$ cat src/rtl/pcs_pkg.sv
package pcs_pkg;
  typedef enum logic [1:0] {
    ST_IDLE  = 2'd0,
    ST_CLEAR = 2'd1,
    ST_HOLD  = 2'd2,
    ST_RUN   = 2'd3
  } pcs_state_e;

  typedef struct packed {
    logic go;
    logic skip;
  } pcs_req_t;
endpackage

$ cat src/rtl/pcs_req_decode.sv
module pcs_req_decode
  import pcs_pkg::*;
#(
  parameter int ID_W     = 3,
  parameter int CORE_ID  = 7,
  parameter int SADDR_W  = 16,
  parameter int ADDR_W   = 13,
  parameter int SKIP_BIT = 15
) (
  input  logic               start_i,
  input  logic [ID_W-1:0]    core_i,
  input  logic [SADDR_W-1:0] addr_i,
  output pcs_req_t           req_o,
  output logic [ADDR_W-1:0]  pc_o
);
  logic unused_low;

  assign req_o.go   = start_i && (core_i == ID_W'(CORE_ID));
  assign req_o.skip = addr_i[SKIP_BIT];
  // byte address -> long address
  assign pc_o       = addr_i[ADDR_W+1:2];
  assign unused_low = ^addr_i[1:0];
endmodule

$ cat src/rtl/pcs_clear_ctr.sv
module pcs_clear_ctr #(
  parameter int ADDR_W = 13,
  parameter int CNT    = 16,
  parameter int BASE   = 'h1F0
) (
  input  logic              clk_i,
  input  logic              rst_ni,
  input  logic              clr_i,
  input  logic              en_i,
  output logic [ADDR_W-1:0] addr_o,
  output logic              last_o
);
  localparam int CNT_W = (CNT > 1) ? $clog2(CNT) : 1;

  logic [CNT_W-1:0] cnt_q;

  always_ff @(posedge clk_i or negedge rst_ni) begin
    if (!rst_ni)    cnt_q <= '0;
    else if (clr_i) cnt_q <= '0;
    else if (en_i)  cnt_q <= last_o ? '0 : cnt_q + 1'b1;
  end

  assign last_o = (cnt_q == CNT_W'(CNT - 1));
  assign addr_o = ADDR_W'(BASE) + ADDR_W'(cnt_q);
endmodule

$ cat src/rtl/pcs_fsm.sv
module pcs_fsm
  import pcs_pkg::*;
(
  input  logic       clk_i,
  input  logic       rst_ni,
  input  pcs_req_t   req_i,
  input  logic       last_i,
  output pcs_state_e state_o,
  output logic       done_o
);
  pcs_state_e st_q, st_d;
  logic       done_q, done_d;

  always_comb begin
    st_d   = st_q;
    done_d = 1'b0;
    if (req_i.go) begin
      // restart always wins over a pending release
      st_d = req_i.skip ? ST_HOLD : ST_CLEAR;
    end else begin
      unique case (st_q)
        ST_CLEAR: if (last_i) begin
          st_d   = ST_RUN;
          done_d = 1'b1;
        end
        ST_HOLD: begin
          st_d   = ST_RUN;
          done_d = 1'b1;
        end
        default: st_d = st_q;
      endcase
    end
  end

  always_ff @(posedge clk_i or negedge rst_ni) begin
    if (!rst_ni) begin
      st_q   <= ST_IDLE;
      done_q <= 1'b0;
    end else begin
      st_q   <= st_d;
      done_q <= done_d;
    end
  end

  assign state_o = st_q;
  assign done_o  = done_q;
endmodule

$ cat src/rtl/pcore_start_seq.sv
module pcore_start_seq
  import pcs_pkg::*;
#(
  parameter int ID_W       = 3,
  parameter int CORE_ID    = 7,
  parameter int SADDR_W    = 16,
  parameter int ADDR_W     = 13,
  parameter int DATA_W     = 32,
  parameter int SKIP_BIT   = 15,
  parameter int SHADOW_CNT = 16,
  parameter int SHADOW_TOP = 'h200
) (
  input  logic               clk_i,
  input  logic               rst_ni,
  input  logic               start_i,
  input  logic [ID_W-1:0]    start_core_i,
  input  logic [SADDR_W-1:0] start_addr_i,
  input  logic [DATA_W-1:0]  start_param_i,
  output logic               wr_en_o,
  output logic [ADDR_W-1:0]  wr_addr_o,
  output logic [DATA_W-1:0]  wr_data_o,
  output logic               run_o,
  output logic [ADDR_W-1:0]  pc_o,
  output logic [DATA_W-1:0]  par_o,
  output logic               done_o
);
  localparam int SHADOW_BASE = SHADOW_TOP - SHADOW_CNT;

  pcs_req_t          req;
  logic [ADDR_W-1:0] req_pc;
  logic              last;
  pcs_state_e        state;
  logic [ADDR_W-1:0] pc_q;
  logic [DATA_W-1:0] par_q;

  pcs_req_decode #(
    .ID_W(ID_W), .CORE_ID(CORE_ID), .SADDR_W(SADDR_W),
    .ADDR_W(ADDR_W), .SKIP_BIT(SKIP_BIT)
  ) u_dec (
    .start_i(start_i), .core_i(start_core_i), .addr_i(start_addr_i),
    .req_o(req), .pc_o(req_pc)
  );

  pcs_clear_ctr #(
    .ADDR_W(ADDR_W), .CNT(SHADOW_CNT), .BASE(SHADOW_BASE)
  ) u_ctr (
    .clk_i(clk_i), .rst_ni(rst_ni), .clr_i(req.go),
    .en_i(state == ST_CLEAR), .addr_o(wr_addr_o), .last_o(last)
  );

  pcs_fsm u_fsm (
    .clk_i(clk_i), .rst_ni(rst_ni), .req_i(req), .last_i(last),
    .state_o(state), .done_o(done_o)
  );

  always_ff @(posedge clk_i or negedge rst_ni) begin
    if (!rst_ni) begin
      pc_q  <= '0;
      par_q <= '0;
    end else if (req.go) begin
      pc_q  <= req_pc;
      par_q <= start_param_i;
    end
  end

  assign wr_en_o   = (state == ST_CLEAR);
  assign wr_data_o = '0;
  assign run_o     = (state == ST_RUN);
  assign pc_o      = pc_q;
  assign par_o     = par_q;
endmodule

$ cat config.mk
export PLATFORM = sky130hd
export DESIGN_NAME = pcore_start_seq
export DESIGN_NICKNAME = d
export VERILOG_FILES = /design/src/rtl/pcs_pkg.sv /design/src/rtl/pcs_req_decode.sv /design/src/rtl/pcs_clear_ctr.sv /design/src/rtl/pcs_fsm.sv /design/src/rtl/pcore_start_seq.sv
export SDC_FILE = /design/constraint.sdc
export NUM_CORES = 1
export LEC_CHECK = 0
export BUFFER_PORTS_ARGS = -buffer_cell sky130_fd_sc_hd__buf_2
export CAP_MARGIN = 20
export CORE_MARGIN = 3
export CORE_UTILIZATION = 46
export CTS_BUF_LIST = sky130_fd_sc_hd__clkbuf_8 sky130_fd_sc_hd__clkbuf_16
export DETAILED_ROUTE_END_ITERATION = 10
export GPL_TIMING_DRIVEN = 0
export PLACE_DENSITY = 0.85
export SLEW_MARGIN = 40
export SYNTH_ARGS = -nofsm -noshare
export SYNTH_HDL_FRONTEND = slang
export SYNTH_SLANG_ARGS = --single-unit
$ cat constraint.sdc
create_clock -name clk_i -period 2.25 [get_ports clk_i]
set_input_delay 0.225 -clock clk_i [delete_from_list [all_inputs] [get_ports clk_i]]
set_output_delay 0.225 -clock clk_i [all_outputs]
set_load 0.005 [all_outputs]
==> impl_metrics.ini <==
[route]
wl_met3_um = 511
route.vias.total = 2066
drt_wl_total_um = 5640
routed_via_density = 4.22
antenna_left = 0
drtIter0Drc = 67
drt-met1-wl_um = 2050
detail_route.wl_per_cell_um = 11.5
dr.pass1.iters = 4
wl_met2_um = 3030
top_layer_used = met4
route.detailed.drc = 0

[sta]
worst_pin_slew_ps = 633
finalHoldViolations = 0
relSlewSlack_pct = 57.8
rsz0062_at_grt = false
fin_crit_ps = 1470
whs_ps = 94.7
clock_skew_ps = 0.716
setup_viol = 0
drv_slew = 0
tns_ps = 0
fmax_mhz = 682
timing.final.crit_share_pct = 65.1

[cts]
cts_resized = 0
clk_latency_ps = 300
root_buffer = clkbuf_8
cts_tree = built
cts_max_level = 2
clockBufferDepth = 2
clock_sinks = 52
cts-buffers-inserted = 5
path_clk_slew_ps = 90

[worst_setup_path]
worst_setup_path_end_kind = flip-flop
crit_buf_inv = 2
worstSetupPathType = flip-flop to flip-flop
crit_family = simple AND/OR/NAND/NOR gates
cpPeakStageDelay_ps = 420
critPathLaunchType = flip-flop
crit_arrival_ps = 1650
worstPathCellList = inv_1 -> ha_1 -> buf_2 -> and4_1 -> nor4_2 -> a21oi_2
path_max_fanout = 7
required_ps = 2440
critical_path.slowest_cell = dfrtp_1

[final_layout]
regArea_um2 = 1300
nNetsFinal = 479
diodes = 0
syn_to_final_growth_pct = 34.9
multi_input_area_um2 = 873
fillers = 404
drive_gt1_share_pct = 38.2

[synth]
synthXorXnorAreaFrac_pct = 0.360
syn-cell-area_um2 = 2430
synth_top_family_by_area = simple AND/OR/NAND/NOR gates
syn-instance-count = 271
synth-simple-area-share_pct = 25.0
synth_compound_area_share_pct = 1.39
ys_warn_count = 0
yosysUniqueCellTypes = 24
synth_fa_ha_area_share_pct = 2.06
ys_seq_elements = 52
avgSynthCellArea_um2 = 8.97
seq_area_frac_synth_pct = 53.5
synthMuxAreaShare_pct = 0.823

[power_and_ir_drop]
pwr-share-comb_pct = 28.8
clkPwrFrac_pct = 20.5
power.leakage_nw = 2.02
seqPwrFrac_pct = 50.7
power_density_nw_per_um2 = 778
switchingPower_uw = 792
intPower_mw = 1.76
p_sw_share_pct = 31.0
vdd_drop_max_mv = 0.516

[job]
maxCapViolCount = 0

[global_route]
grt-ovfl-total = 0
grt_antenna_before_repair = 0
grt_pass1_wl_um = 8780
grt_use_total_pct = 18.1
grt_max_degree = 53
grt_pass1_vias = 1879

[outcome]
status = completed

[die]
die_h_um = 78.7
core-area_um2 = 4910
start_util_pct = 49.5
die_x_um = 78.7
dieArea_um2 = 6190
ioPinCount = 147
rows = 25

[place]
gp_congestion = 0.769
port_buffers = 103
dp_hpwl_um = 4440

[worst_hold_path]
hold_path_class = input pin to flip-flop
[layout by cell type, fill, tap and decap left out]
| cell | netlist | routed |
|---|---|---|
| clkbuf_8 | 0 | 6 |
| mux2i_1 | 2 | 2 |
| clkbuf_1 | 4 | 4 |
| buf_4 | 41 | 42 |
| dfrtp_1 | 52 | 52 |
| inv_1 | 2 | 4 |
| a21oi_1 | 1 | 1 |
| buf_2 | 1 | 103 |
| nand2_1 | 137 | 137 |
| o21ai_0 | 1 | 1 |
| nand3_1 | 1 | 1 |
| conb_1 | 2 | 41 |
| and4_1 | 2 | 2 |
| dlygate4sd3_1 | 0 | 1 |
| xor2_1 | 1 | 1 |
| ha_1 | 4 | 4 |
| a41oi_1 | 1 | 1 |
| nand4_2 | 1 | 1 |
| a21oi_2 | 1 | 1 |
| nor3_1 | 2 | 2 |
| nor4_2 | 1 | 1 |
| nor2b_1 | 1 | 1 |
| nor2_1 | 5 | 5 |
| nor3_2 | 1 | 1 |
| buf_6 | 6 | 6 |
| a31oi_1 | 1 | 1 |
[per-stage QoR]
step           area (µm²)  setup slack [ps]  cells  power (mW)  utilization, %
2_1_floorplan        2580               866    310        1.68               -
3_5_place_dp         3180               801    480        2.05            64.7
5_1_grt              3280               667    489        2.74            66.8
3_3_place_gp         3180               823    480        2.00            64.7
6_report             3280               785    489        2.55            66.8
4_1_cts              3280               785    489        2.58            66.8
[worst reg2reg max path, delay by kind of cell, from the launching register on]
family / cells / cell delay [ps]
DFF: 1 / 420
AOI/OAI and AO/OA: 1 / 40
and+or+nand+nor: 2 / 480
adders and majority gates: 1 / 190
buffers and inverters: 2 / 230
[layout make-up]
class,count,share of cell area (%)
buffer,52,12.1
clock buffer,6,2.52
clock inverter,2,0.229
inverter,2,0.229
multi-input combinational,204,26.6
sequential,52,39.7
tap,67,2.56
timing repair buffer,104,16.1
[layer usage]
metal | GRT usage, % | vias to the layer above
met5 | 0 | -
met4 | 4.20 | 0
met3 | 5.22 | 6
met2 | 33.5 | 87
met1 | 20.4 | 930
li1 | - | 1043
[sequential cells by signal, summed over array words and instances, names as in the netlist]
name and cells:
u_fsm.done_o 1, pc_o 13, par_o 32, u_ctr.cnt_q 4, u_fsm.state_o 2
[timing repair]
| action | CTS | global route |
|---|---|---|
| hold buffers | 1 | 0 |
| setup buffers | 0 | 0 |
| endpoints found under the hold margin | 52 | 0 |
| endpoints found under the setup margin | 0 | 0 |
[synth_stat cells]
| master | n | area share [%] |
|---|---|---|
| a21oi_1 | 1 | 0.21 |
| nor2b_1 | 1 | 0.26 |
| clkbuf_1 | 4 | 0.62 |
| ha_1 | 4 | 2.1 |
| xor2_1 | 1 | 0.36 |
| nor3_2 | 1 | 0.41 |
| a21oi_2 | 1 | 0.36 |
| buf_4 | 41 | 13 |
| buf_6 | 6 | 2.8 |
| o21ai_0 | 1 | 0.21 |
| nor2_1 | 5 | 0.77 |
| nor4_2 | 1 | 0.51 |
| a41oi_1 | 1 | 0.36 |
| buf_2 | 1 | 0.21 |
| a31oi_1 | 1 | 0.26 |
| dfrtp_1 | 52 | 54 |
| inv_1 | 2 | 0.31 |
| nand2_1 | 137 | 21 |
| nand4_2 | 1 | 0.51 |
| and4_1 | 2 | 0.72 |
| nand3_1 | 1 | 0.21 |
| conb_1 | 2 | 0.31 |
| mux2i_1 | 2 | 0.82 |
| nor3_1 | 2 | 0.41 |
[kinds of logic after synthesis]
kind of cell,Yosys count
buf+inv,54
simple gates,151
flops,52
fa+ha+maj,4
compound gates,5
mux,2
xor+xnor,1
other cells,2
[power groups by stage]
stage / registers (mW) / clock network, mW / logic [mW]
after floorplan: 1.31 / 0 / 0.376
after CTS: 1.29 / 0.542 / 0.747
after detailed placement: 1.31 / 0 / 0.745
after global placement: 1.29 / 0 / 0.711
final: 1.29 / 0.523 / 0.734
after global routing: 1.32 / 0.581 / 0.841
[path summary, 6_finish.rpt]
| path | from | to | slack [ps] | cells after the start |
|---|---|---|---|---|
| max | u_fsm.state_o[1]$_DFFE_PN0P_ | u_fsm.state_o[0]$_DFFE_PN0P_ | 780 | 6 |
| max in group asynchronous | rst_ni | par_o[15]$_DFFE_PN0P_ | 1330 | 2 |
| min reg2reg | par_o[0]$_DFFE_PN0P_ | par_o[0]$_DFFE_PN0P_ | 470 | 2 |
| min in group asynchronous | rst_ni | par_o[8]$_DFFE_PN0P_ | 500 | 2 |
| max reg2reg | u_fsm.state_o[1]$_DFFE_PN0P_ | u_fsm.state_o[0]$_DFFE_PN0P_ | 780 | 6 |
| min | start_addr_i[15] | u_fsm.state_o[0]$_DFFE_PN0P_ | 90 | 2 |
(Power assumes the default switching activity.)
